**src/rtl/cfgu_pkg.sv**
```systemverilog
package cfgu_pkg;
   // register indexes the host selects through the index port
   localparam logic [7:0] IDX_EXIT     = 8'h02;
   localparam logic [7:0] IDX_LDN      = 8'h07;
   localparam logic [7:0] IDX_ID_HI    = 8'h20;
   localparam logic [7:0] IDX_ID_LO    = 8'h21;
   localparam logic [7:0] IDX_FLAGS    = 8'h24;
   localparam logic [7:0] IDX_ACT      = 8'h30;
   localparam logic [7:0] IDX_FBASE_HI = 8'h64;
   localparam logic [7:0] IDX_FBASE_LO = 8'h65;

   localparam logic [7:0] EXIT_CODE    = 8'h02;
   localparam logic [7:0] KEY_B0       = 8'h87;
   localparam logic [7:0] KEY_B1       = 8'h01;
   localparam logic [7:0] KEY_B2       = 8'h55;
   localparam logic [7:0] FLAG_MASK    = 8'h3F;
   localparam logic [7:0] BUS_IDLE     = 8'hFF;

   typedef enum logic [1:0] {
      K_IDLE = 2'd0,
      K_GOT1 = 2'd1,
      K_GOT2 = 2'd2,
      K_GOT3 = 2'd3
   } key_state_e;
endpackage

```
**src/rtl/cfgu_key_fsm.sv**
```systemverilog
module cfgu_key_fsm
   import cfgu_pkg::*;
#(
   parameter logic [7:0] KEY3_LO = 8'h55,
   parameter logic [7:0] KEY3_HI = 8'hAA
) (
   input  logic       clk,
   input  logic       rst_n,
   input  logic       alt_base,
   input  logic       byte_wr,
   input  logic [7:0] byte_val,
   input  logic       exit_req,
   output logic       open_o
);
   key_state_e state_q;
   logic [7:0] key3;
   logic [7:0] expect_b;
   logic       match;

   assign key3 = alt_base ? KEY3_HI : KEY3_LO;

   always_comb begin
      case (state_q)
         K_IDLE:  expect_b = KEY_B0;
         K_GOT1:  expect_b = KEY_B1;
         K_GOT2:  expect_b = KEY_B2;
         default: expect_b = key3;
      endcase
   end

   assign match = (byte_val == expect_b);

   always_ff @(posedge clk) begin
      if (!rst_n) begin
         state_q <= K_IDLE;
         open_o  <= 1'b0;
      end else if (open_o) begin
         state_q <= K_IDLE;
         if (exit_req) open_o <= 1'b0;
      end else if (byte_wr) begin
         if (match) begin
            if (state_q == K_GOT3) begin
               open_o  <= 1'b1;
               state_q <= K_IDLE;
            end else begin
               state_q <= key_state_e'(state_q + 2'd1);
            end
         end else begin
            // a broken stream may itself start a new key
            state_q <= (byte_val == KEY_B0) ? K_GOT1 : K_IDLE;
         end
      end
   end

   AST_OPEN_NEEDS_KEY: assert property (@(posedge clk) disable iff (!rst_n)
      $rose(open_o) |-> $past(byte_wr && byte_val == key3));

   AST_EXIT_CLOSES: assert property (@(posedge clk) disable iff (!rst_n)
      (open_o && exit_req) |=> !open_o);

   AST_NO_OPEN_WITHOUT_WRITE: assert property (@(posedge clk) disable iff (!rst_n)
      (!open_o && !byte_wr) |=> !open_o);
endmodule

```
**src/rtl/cfgu_global_regs.sv**
```systemverilog
module cfgu_global_regs
   import cfgu_pkg::*;
#(
   parameter logic [15:0] CHIP_ID = 16'h8716
) (
   input  logic       clk,
   input  logic       rst_n,
   input  logic       open_i,
   input  logic       idx_wr,
   input  logic       data_wr,
   input  logic [7:0] wdata,
   output logic [7:0] idx_q,
   output logic [7:0] ldn_q,
   output logic [7:0] flags_q,
   output logic       exit_req,
   output logic       rd_hit,
   output logic [7:0] rd_val
);
   logic wr_en;
   assign wr_en    = open_i & data_wr;
   assign exit_req = wr_en & (idx_q == IDX_EXIT) & (wdata == EXIT_CODE);

   always_ff @(posedge clk) begin
      if (!rst_n) begin
         idx_q   <= 8'h00;
         ldn_q   <= 8'h00;
         flags_q <= 8'h00;
      end else begin
         if (!open_i)                idx_q <= 8'h00;
         else if (idx_wr)            idx_q <= wdata;
         if (wr_en) begin
            case (idx_q)
               IDX_LDN:   ldn_q   <= wdata;
               IDX_FLAGS: flags_q <= wdata & FLAG_MASK;
               default:   ;
            endcase
         end
      end
   end

   always_comb begin
      rd_hit = 1'b1;
      case (idx_q)
         IDX_LDN:   rd_val = ldn_q;
         IDX_ID_HI: rd_val = CHIP_ID[15:8];
         IDX_ID_LO: rd_val = CHIP_ID[7:0];
         IDX_FLAGS: rd_val = flags_q;
         default: begin
            rd_hit = 1'b0;
            rd_val = 8'h00;
         end
      endcase
   end

   AST_FLAGS_HOLD_LOCKED: assert property (@(posedge clk) disable iff (!rst_n)
      (!open_i && $past(!open_i)) |-> $stable(flags_q));

   AST_LDN_HOLD_LOCKED: assert property (@(posedge clk) disable iff (!rst_n)
      (!open_i && $past(!open_i)) |-> $stable(ldn_q));
endmodule

```
**src/rtl/cfgu_ldn_bank.sv**
```systemverilog
module cfgu_ldn_bank
   import cfgu_pkg::*;
#(
   parameter int          NUM_LDN   = 8,
   parameter int          FLASH_LDN = 7,
   parameter logic [15:0] FBASE_RST = 16'h0820
) (
   input  logic               clk,
   input  logic               rst_n,
   input  logic               open_i,
   input  logic               data_wr,
   input  logic [7:0]         idx,
   input  logic [7:0]         ldn,
   input  logic [7:0]         wdata,
   output logic [NUM_LDN-1:0] act_q,
   output logic [15:0]        fbase_q,
   output logic               rd_hit,
   output logic [7:0]         rd_val
);
   localparam logic [7:0] FLASH_SEL = 8'(FLASH_LDN);

   logic wr_en;
   logic sel_flash;
   logic sel_valid;
   logic act_rd;

   assign wr_en     = open_i & data_wr;
   assign sel_flash = (ldn == FLASH_SEL);

   for (genvar g = 0; g < NUM_LDN; g++) begin : g_dev
      logic hit;
      assign hit = wr_en & (idx == IDX_ACT) & (ldn == 8'(g));
      always_ff @(posedge clk) begin
         if (!rst_n)   act_q[g] <= 1'b0;
         else if (hit) act_q[g] <= wdata[0];
      end
   end

   always_ff @(posedge clk) begin
      if (!rst_n) begin
         fbase_q <= FBASE_RST;
      end else if (wr_en && sel_flash) begin
         if (idx == IDX_FBASE_HI) fbase_q[15:8] <= wdata;
         if (idx == IDX_FBASE_LO) fbase_q[7:0]  <= wdata;
      end
   end

   always_comb begin
      act_rd    = 1'b0;
      sel_valid = 1'b0;
      for (int i = 0; i < NUM_LDN; i++) begin
         if (ldn == 8'(i)) begin
            act_rd    = act_q[i];
            sel_valid = 1'b1;
         end
      end
   end

   always_comb begin
      rd_hit = 1'b0;
      rd_val = 8'h00;
      if (idx == IDX_ACT && sel_valid) begin
         rd_hit = 1'b1;
         rd_val = {7'b0, act_rd};
      end else if (sel_flash && idx == IDX_FBASE_HI) begin
         rd_hit = 1'b1;
         rd_val = fbase_q[15:8];
      end else if (sel_flash && idx == IDX_FBASE_LO) begin
         rd_hit = 1'b1;
         rd_val = fbase_q[7:0];
      end
   end

   AST_FBASE_ONLY_FLASH_DEV: assert property (@(posedge clk) disable iff (!rst_n)
      !sel_flash |=> $stable(fbase_q));

   AST_ACT_HOLD_LOCKED: assert property (@(posedge clk) disable iff (!rst_n)
      !open_i |=> $stable(act_q));
endmodule

```
**src/rtl/cfgu_unlock_regfile.sv**
```systemverilog
module cfgu_unlock_regfile
   import cfgu_pkg::*;
#(
   parameter logic [15:0] BASE_LO   = 16'h002E,
   parameter logic [15:0] BASE_HI   = 16'h004E,
   parameter logic [7:0]  KEY3_LO   = 8'h55,
   parameter logic [7:0]  KEY3_HI   = 8'hAA,
   parameter logic [15:0] CHIP_ID   = 16'h8716,
   parameter int          NUM_LDN   = 8,
   parameter int          FLASH_LDN = 7,
   parameter logic [15:0] FBASE_RST = 16'h0820
) (
   input  logic               clk,
   input  logic               rst_n,
   input  logic               strap_alt_base,
   input  logic [15:0]        io_addr,
   input  logic               io_wr,
   input  logic               io_rd,
   input  logic [7:0]         io_wdata,
   output logic [7:0]         io_rdata,
   output logic               cfg_open,
   output logic [15:0]        flash_io_base,
   output logic [2:0]         flash_seg_en,
   output logic               flash_lpc_wr_en,
   output logic               flash_pin_sel,
   output logic               flash_suspend,
   output logic [NUM_LDN-1:0] ldn_active
);
   if (NUM_LDN < 1 || NUM_LDN > 256) begin : g_bad_num
      $error("NUM_LDN must lie in 1..256");
   end
   if (FLASH_LDN < 0 || FLASH_LDN >= NUM_LDN) begin : g_bad_flash
      $error("FLASH_LDN must name an existing device");
   end
   if (BASE_LO == BASE_HI || KEY3_LO == KEY3_HI) begin : g_bad_base
      $error("the two bases and their keys must differ");
   end

   logic [15:0] own_base;
   logic        at_idx;
   logic        at_dat;
   logic [7:0]  idx_q;
   logic [7:0]  ldn_q;
   logic [7:0]  flags_q;
   logic        exit_req;
   logic        g_hit;
   logic [7:0]  g_val;
   logic        l_hit;
   logic [7:0]  l_val;
   logic [7:0]  dat_val;

   assign own_base = strap_alt_base ? BASE_HI : BASE_LO;
   assign at_idx   = (io_addr == own_base);
   assign at_dat   = (io_addr == own_base + 16'd1);

   cfgu_key_fsm #(.KEY3_LO(KEY3_LO), .KEY3_HI(KEY3_HI)) u_key (
      .clk      (clk),
      .rst_n    (rst_n),
      .alt_base (strap_alt_base),
      .byte_wr  (io_wr & at_idx & ~cfg_open),
      .byte_val (io_wdata),
      .exit_req (exit_req),
      .open_o   (cfg_open)
   );

   cfgu_global_regs #(.CHIP_ID(CHIP_ID)) u_glb (
      .clk      (clk),
      .rst_n    (rst_n),
      .open_i   (cfg_open),
      .idx_wr   (io_wr & at_idx),
      .data_wr  (io_wr & at_dat),
      .wdata    (io_wdata),
      .idx_q    (idx_q),
      .ldn_q    (ldn_q),
      .flags_q  (flags_q),
      .exit_req (exit_req),
      .rd_hit   (g_hit),
      .rd_val   (g_val)
   );

   cfgu_ldn_bank #(
      .NUM_LDN   (NUM_LDN),
      .FLASH_LDN (FLASH_LDN),
      .FBASE_RST (FBASE_RST)
   ) u_bank (
      .clk      (clk),
      .rst_n    (rst_n),
      .open_i   (cfg_open),
      .data_wr  (io_wr & at_dat),
      .idx      (idx_q),
      .ldn      (ldn_q),
      .wdata    (io_wdata),
      .act_q    (ldn_active),
      .fbase_q  (flash_io_base),
      .rd_hit   (l_hit),
      .rd_val   (l_val)
   );

   always_comb begin
      if (g_hit)      dat_val = g_val;
      else if (l_hit) dat_val = l_val;
      else            dat_val = 8'h00;
   end

   always_ff @(posedge clk) begin
      if (!rst_n) begin
         io_rdata <= BUS_IDLE;
      end else if (io_rd) begin
         if (cfg_open && at_idx)      io_rdata <= idx_q;
         else if (cfg_open && at_dat) io_rdata <= dat_val;
         else                         io_rdata <= BUS_IDLE;
      end
   end

   assign flash_suspend   = flags_q[0];
   assign flash_seg_en    = flags_q[3:1];
   assign flash_lpc_wr_en = flags_q[4];
   assign flash_pin_sel   = flags_q[5];

   AST_LOCKED_READS_IDLE: assert property (@(posedge clk) disable iff (!rst_n)
      $past(io_rd && !cfg_open) |-> io_rdata == BUS_IDLE);

   AST_FOREIGN_READS_IDLE: assert property (@(posedge clk) disable iff (!rst_n)
      $past(io_rd && !at_idx && !at_dat) |-> io_rdata == BUS_IDLE);

   AST_RDATA_HOLDS: assert property (@(posedge clk) disable iff (!rst_n)
      !$past(io_rd) |-> $stable(io_rdata));

   AST_BASE_HOLD_LOCKED: assert property (@(posedge clk) disable iff (!rst_n)
      !cfg_open |=> $stable(flash_io_base));
endmodule

```
**config.mk**
```make
export PLATFORM = sky130hd
export DESIGN_NAME = cfgu_unlock_regfile
export DESIGN_NICKNAME = d
export VERILOG_FILES = /design/src/rtl/cfgu_pkg.sv /design/src/rtl/cfgu_key_fsm.sv /design/src/rtl/cfgu_global_regs.sv /design/src/rtl/cfgu_ldn_bank.sv /design/src/rtl/cfgu_unlock_regfile.sv
export SDC_FILE = /design/constraint.sdc
export NUM_CORES = 1
export LEC_CHECK = 0
export BUFFER_PORTS_ARGS = -buffer_cell sky130_fd_sc_hd__buf_2
export CORE_ASPECT_RATIO = 0.6
export CORE_MARGIN = 4
export CORE_UTILIZATION = 54
export DETAILED_ROUTE_END_ITERATION = 12
export PLACE_DENSITY = 0.79
export SETUP_SLACK_MARGIN = 0.15
export SYNTH_ARGS = -nofsm -noshare
export SYNTH_HDL_FRONTEND = slang
export SYNTH_SLANG_ARGS = --single-unit
```
**constraint.sdc**
```tcl
create_clock -name clk -period 3.6 [get_ports clk]
set_clock_uncertainty 0.2 [all_clocks]
set_input_delay 0.9 -clock clk [delete_from_list [all_inputs] [get_ports clk]]
set_output_delay 0.9 -clock clk [all_outputs]
set_load 0.02 [all_outputs]
```
==> impl_metrics.py, run 1 <==
metrics = {
    "run_status": {
        "outcome": "finished clean",
    },
    "pwr": {
        "cellPowerDensity_nw_per_um2": 375,
        "peakVddDrop_v": 0.000313,
        "leakage_nw": 1.36,
    },
    "layout": {
        "area_growth_pct": 19.1,
        "design_area_um2": 3670,
        "nNetsFinal": 473,
        "final_common_cell": "buf_2",
        "layout_common_cells": "buf_2 (67), nand2_1 (64), dfxtp_1 (57)",
        "diodes": 0,
        "drive_gt1_share_pct": 22.9,
    },
    "timing": {
        "period_share_pct": 80.0,
        "max_freq_ghz": 0.347,
        "rsz0062_at_grt": "no",
        "period_needed_ns": 2.88,
        "slew_headroom_pct": 56.0,
        "fin_tns_setup_ns": 0,
        "slew_violations": 0,
        "setup_viol": 0,
        "hold_violations": 0,
        "tightest_slew_ns": 0.658,
    },
    "worst_setup_path": {
        "max_stage_delay_ns": 0.45,
        "crit_required_ns": 3.66,
        "worstPathArrival_ns": 2.94,
        "worstPathMaxFanout": 12,
        "critical-path-top-delay-family": "simple AND/OR/NAND/NOR gates",
        "path_class": "in -> reg",
        "end_kind": "flip-flop",
        "worst-path-buf-inv": 2,
        "cp-start-kind": "input port",
        "crit_slowest_cell": "nand3_1",
        "path_cells": "buf_2, nor4_1, o2111a_1, nand3_1, nor3b_1, buf_4, mux2i_1",
    },
    "synth": {
        "synth_ff_type": "dfxtp_1",
        "ys_warn_count": 0,
        "async_flop_share_pct": 0,
        "yosysSeqAreaShare_pct": 37.1,
        "synth_edf_count": 0,
        "synth_seq_cells": 57,
        "syn_nets": 419,
        "synth.avg_cell_area_um2": 7.96,
        "synth_cell_types": 56,
        "syn_inst": 387,
        "synthTopCellsByArea": "dfxtp_1 (37%), nand2_1 (7.8%), mux2i_1 (7.2%), a21oi_1 (6.2%), nand3_1 (3.9%)",
        "yosys.area.top_type": "dfxtp_1",
        "synth_top_area_share_pct": 37.1,
        "syn_area_um2": 3080,
    },
    "route": {
        "antenna_left": 0,
        "drtIter0Drc": 336,
        "drtPass1Iterations": 7,
        "wl_per_cell_um": 17.5,
        "vias": 3257,
        "routed_via_density": 6.23,
        "drc": 0,
        "wirelength_um": 9160,
    },
    "global_route": {
        "grt_pass1_wl_um": 15100,
        "antenna_found_initial": 0,
        "grt_pass1_vias": 3036,
        "grt-ovfl-total": 0,
        "grt_max_degree": 38,
        "track_usage_pct": 27.4,
    },
    "clocking": {
        "cts_sinks": 57,
        "post_cts.repair.setup_buffers": 0,
        "path_clk_slew_ns": 0.07,
        "cts_buffer_depth": 2,
        "hold_buffers": 0,
        "numCtsBuffers": 9,
        "clk_latency_ns": 0.33,
        "h-tree-depth": 3,
        "cts-resized-gates": 0,
        "tritoncts": "yes",
        "cts_root_buf": "clkbuf_8",
    },
    "place": {
        "place_area_um2": 3450,
        "place_congestion": 0.936,
        "hpwl_um": 6730,
        "port_buffers": 67,
    },
    "floorplan": {
        "die_h_um": 66.5,
        "die_w_um": 105,
        "coreArea_um2": 5280,
        "rows": 20,
        "fp.dieArea_um2": 7010,
        "ioPinCount": 68,
        "start_util_pct": 58.3,
    },
    "run": {
        "cap_viol_max_count": 0,
    },
    "worst_hold_path": {
        "hold_class": "reg -> reg",
    },
}
[sequential cells by signal, indices dropped and copies added (netlist names)]
register and cells:
io_rdata 8, u_bank.act_q 8, u_bank.fbase_q 16, u_glb.flags_q 6, u_glb.idx_q 8, u_glb.ldn_q 8, u_key.open_o 1, u_key.state_q 2
[where the power goes]
| part | total [W] | switching [W] | internal (W) | leakage (nW) |
|---|---|---|---|---|
| Combinational | 0.0000735 | 0.0000497 | 0.0000238 | 0.782 |
| Sequential | 0.000636 | 0.00000212 | 0.000634 | 0.460 |
| Clock | 0.000665 | 0.000257 | 0.000407 | 0.113 |
| Total | 0.00137 | 0.000309 | 0.00107 | 1.36 |
[synthesized netlist by cell type (all sizes together), types with 2 or more instances]
| cell | count |
|---|---|
| nand3 | 25 |
| nand3b | 4 |
| nand4 | 6 |
| o21ai | 18 |
| a211oi | 5 |
| nor4b | 4 |
| nand2 | 64 |
| or4b | 3 |
| and4 | 2 |
| and2 | 2 |
| and3 | 2 |
| nor2 | 16 |
| ha | 3 |
| nor4 | 6 |
| or3 | 6 |
| a22o | 4 |
| mux2i | 22 |
| nor3b | 2 |
| clkbuf | 27 |
| a2111oi | 2 |
| o41ai | 4 |
| or4 | 4 |
| o211ai | 2 |
| a21boi | 3 |
| a221oi | 3 |
| nor3 | 10 |
| dfxtp | 57 |
| nand4b | 2 |
| mux2 | 6 |
| buf | 4 |
| a31oi | 2 |
| inv | 8 |
| a21oi | 38 |
| nor2b | 5 |
[stage by stage]
stage | setup WS, ns | util (%) | std cells | power (W) | hold WS [ns]
after floorplan | 0.756 | - | 387 | 0.000688 | 0.239
after global placement | 0.525 | 65.3 | 507 | 0.000722 | 0.254
after detailed placement | 0.408 | 65.3 | 507 | 0.000723 | 0.261
after CTS | 0.722 | 69.5 | 523 | 0.00138 | 0.275
after global routing | 0.523 | 69.5 | 523 | 0.00142 | 0.300
final | 0.719 | 69.5 | 523 | 0.00137 | 0.272
[area by class of cell]
type / count / area [um^2]
fillers: 426 / 1610
clock buffers: 11 / 141
flip-flops and latches: 57 / 1140
well taps: 77 / 96.3
clock inverters: 5 / 78.8
repair buffers: 74 / 388
multi-input cells: 291 / 1790
inverters: 8 / 30.0
[worst paths after layout]
| check | from | endpoint | slack [ns] | cells after the start |
|---|---|---|---|---|
| max | io_addr[4] | u_bank.fbase_q[15] | 0.72 | 7 |
| min | io_rdata[3] | io_rdata[3] | 0.27 | 2 |
| max reg2reg | u_glb.ldn_q[4] | u_bank.fbase_q[15] | 0.72 | 6 |
| min reg2reg | io_rdata[3] | io_rdata[3] | 0.27 | 2 |
[layer usage]
layer | routed length, um | vias to the layer above | GRT usage, %
met1 | 3940 | 1510 | 36.7
met4 | 200 | 0 | 10.6
met5 | 0 | - | 0
met3 | 1170 | 26 | 9.58
met2 | 3850 | 192 | 40.4
li1 | - | 1529 | -
[tightest hold or removal path: cells and delay by family (launching register included)]
kind | cells | cell delay (ns)
compound gates | 2 | 0.12
flops | 1 | 0.33
[cell families (layout without fill, tap and decap cells)]
group	Yosys count	count (layout)	share of synthesized area [%]
mux	28	28	9.35
buf+inv	39	98	4.92
compound gates	93	93	19.1
simple gates	167	167	28.4
fa+ha+maj	3	3	1.22
flops	57	57	37.1
Power figures use the tool's default switching activity.
==> run 2, diff against run 1 <==
Clock period 3.6 ns to 2.75 ns, I/O delays scaled along.
==> run 2 against run 1 <==
  * Sequential cell count stayed put
  * Via count is 2.6% higher
  * Clock-buffer cell count stayed put
  * Worst setup slack worse by 0.55 ns
==> impl_metrics.py, run 2 (synthesis gave the netlist of run 1 again) <==
metrics = {
    "worst_setup_path": {
        "worstPathArrival_ns": 2.66,
        "cp-start-kind": "flip-flop",
        "reg2reg_setup_slack_ns": 0.17,
        "crit_required_ns": 2.82,
        "reg2reg_to": "u_bank.act_q[6]",
        "worstPathMaxFanout": 8,
        "path_cells": "or4_4, or3_4, or4_1, or3_1, a21oi_2",
        "path_class": "reg -> reg",
        "max_stage_delay_ns": 0.54,
        "critical-path-top-delay-family": "simple AND/OR/NAND/NOR gates",
        "r2r-start": "u_glb.ldn_q[4]",
        "crit_slowest_cell": "or4_1",
        "crit_start": "u_glb.ldn_q[4]",
        "worst-path-buf-inv": 0,
        "end_kind": "flip-flop",
        "reg2reg_depth": 5,
    },
    "route": {
        "drc": 0,
        "wl_per_cell_um": 18.0,
        "antenna_left": 0,
        "drtPass1Iterations": 5,
        "vias": 3341,
        "routed_via_density": 6.18,
        "wirelength_um": 9730,
        "drtIter0Drc": 325,
    },
    "pwr": {
        "leakage_nw": 1.44,
        "cellPowerDensity_nw_per_um2": 454,
        "peakVddDrop_v": 0.000294,
        "power_w": 0.00174,
    },
    "run": {
        "cap_viol_max_count": 0,
    },
    "place": {
        "hpwl_um": 7050,
        "place_congestion": 0.947,
        "pre_cts_ws_ns": -0.0671,
        "port_buffers": 67,
    },
    "floorplan": {
        "die_h_um": 66.5,
        "start_util_pct": 58.3,
        "coreArea_um2": 5280,
        "ioPinCount": 68,
        "fp.dieArea_um2": 7010,
        "die_w_um": 105,
        "rows": 20,
    },
    "layout": {
        "layout_common_cells": "buf_2 (67), nand2_1 (64), dfxtp_1 (56)",
        "largest_reg_flops": 16,
        "diodes": 0,
        "nFillCells": 429,
        "area_growth_pct": 24.9,
        "multi_input_area_um2": 1840,
        "drive_gt1_share_pct": 28.7,
        "largest_register": "u_bank.fbase_q",
        "seq_area_um2": 1140,
        "nNetsFinal": 492,
        "final_common_cell": "buf_2",
    },
    "clocking": {
        "cts_sinks": 57,
        "numCtsBuffers": 9,
        "path_clk_slew_ns": 0.06,
        "cts_root_buf": "clkbuf_8",
        "h-tree-depth": 3,
        "tritoncts": "yes",
        "cts_buffer_depth": 2,
        "clk_latency_ns": 0.35,
    },
    "timing": {
        "tightest_slew_ns": 0.678,
        "slew_violations": 0,
        "rsz0062_at_grt": "yes",
        "period_share_pct": 93.9,
        "period_needed_ns": 2.58,
        "worst_slack_ns": 0.167,
        "hold_violations": 0,
        "max_freq_ghz": 0.387,
        "setup_viol": 0,
        "hold_slack_ns": 0.265,
        "slew_headroom_pct": 54.7,
    },
    "worst_hold_path": {
        "hold_end": "u_glb.ldn_q[4]",
        "hold_class": "reg -> reg",
        "worstHoldPathCells": 2,
        "min_from": "u_glb.ldn_q[4]",
    },
    "run_status": {
        "outcome": "finished clean",
    },
    "global_route": {
        "grt-ovfl-total": 0,
        "track_usage_pct": 28.7,
        "grt_pass1_wl_um": 15600,
        "antenna_found_initial": 0,
        "grt_pass1_vias": 3022,
        "grt_max_degree": 38,
    },
}
-- run 2: cell count changes in the layout (fill, tap and decap cells not counted), sizes merged --
cell,before,now
buf,74,93
bufinv,2,1
clkinv,3,0
clkinvlp,0,3
-- run 2: worst max path at each step --
stage | to | slack, ns | cells past startpoint
floorplan | u_glb.idx_q[0] | 0.17 | 6
global placement | io_rdata[0] | 0.06 | 6
detailed placement | io_rdata[6] | -0.07 | 6
CTS | u_bank.fbase_q[14] | 0.19 | 6
global route | u_bank.act_q[6] | 0.11 | 5
finish | u_bank.act_q[6] | 0.17 | 5
-- run 2: where the power goes --
part,leakage (nW),internal [W],total (W),switching [W]
combinational,0.886,0.0000351,0.000104,0.0000690
clock,0.0937,0.000462,0.000807,0.000345
sequential,0.461,0.000830,0.000833,0.00000252
-- run 2: cell type report --
class	instances	area share, %
Clock inverter	4	1.37
Tap cell	77	2.51
Multi-Input combinational cell	291	47.9
Clock buffer	11	3.94
Sequential cell	57	29.7
Timing Repair Buffer	93	13.8
Inverter	8	0.781
-- run 2: metal layers --
layer	global-route usage, %	vias to the layer above	wire (um)
met1	38.4	1545	4030
met4	8.84	0	182
met3	11.0	24	1260
met2	42.7	211	4260
li1	-	1561	-
met5	0	-	0
-- run 2: worst register-to-register path: cells and delay by family (launching register included) --
kind            cells  cell delay [ns]
simple gates        4             1.85
flops               1             0.33
compound gates      1             0.14
-- run 2: what timing repair did --
action,CTS,global route
hold buffers,0,0
gates resized for setup,1,12
pin swaps,0,5
setup buffers,0,2
endpoints found under the setup margin,11,13
-- run 2: metrics by stage --
stage / std cells / utilization, % / cell area [um^2] / setup TNS (ns)
after floorplan: 387 / - / 3080 / 0
after global routing: 541 / 72.8 / 3840 / 0
after CTS: 539 / 71.7 / 3780 / 0
after detailed placement: 524 / 67.7 / 3570 / -0.185
after global placement: 524 / 67.7 / 3570 / 0
final: 541 / 72.8 / 3840 / 0
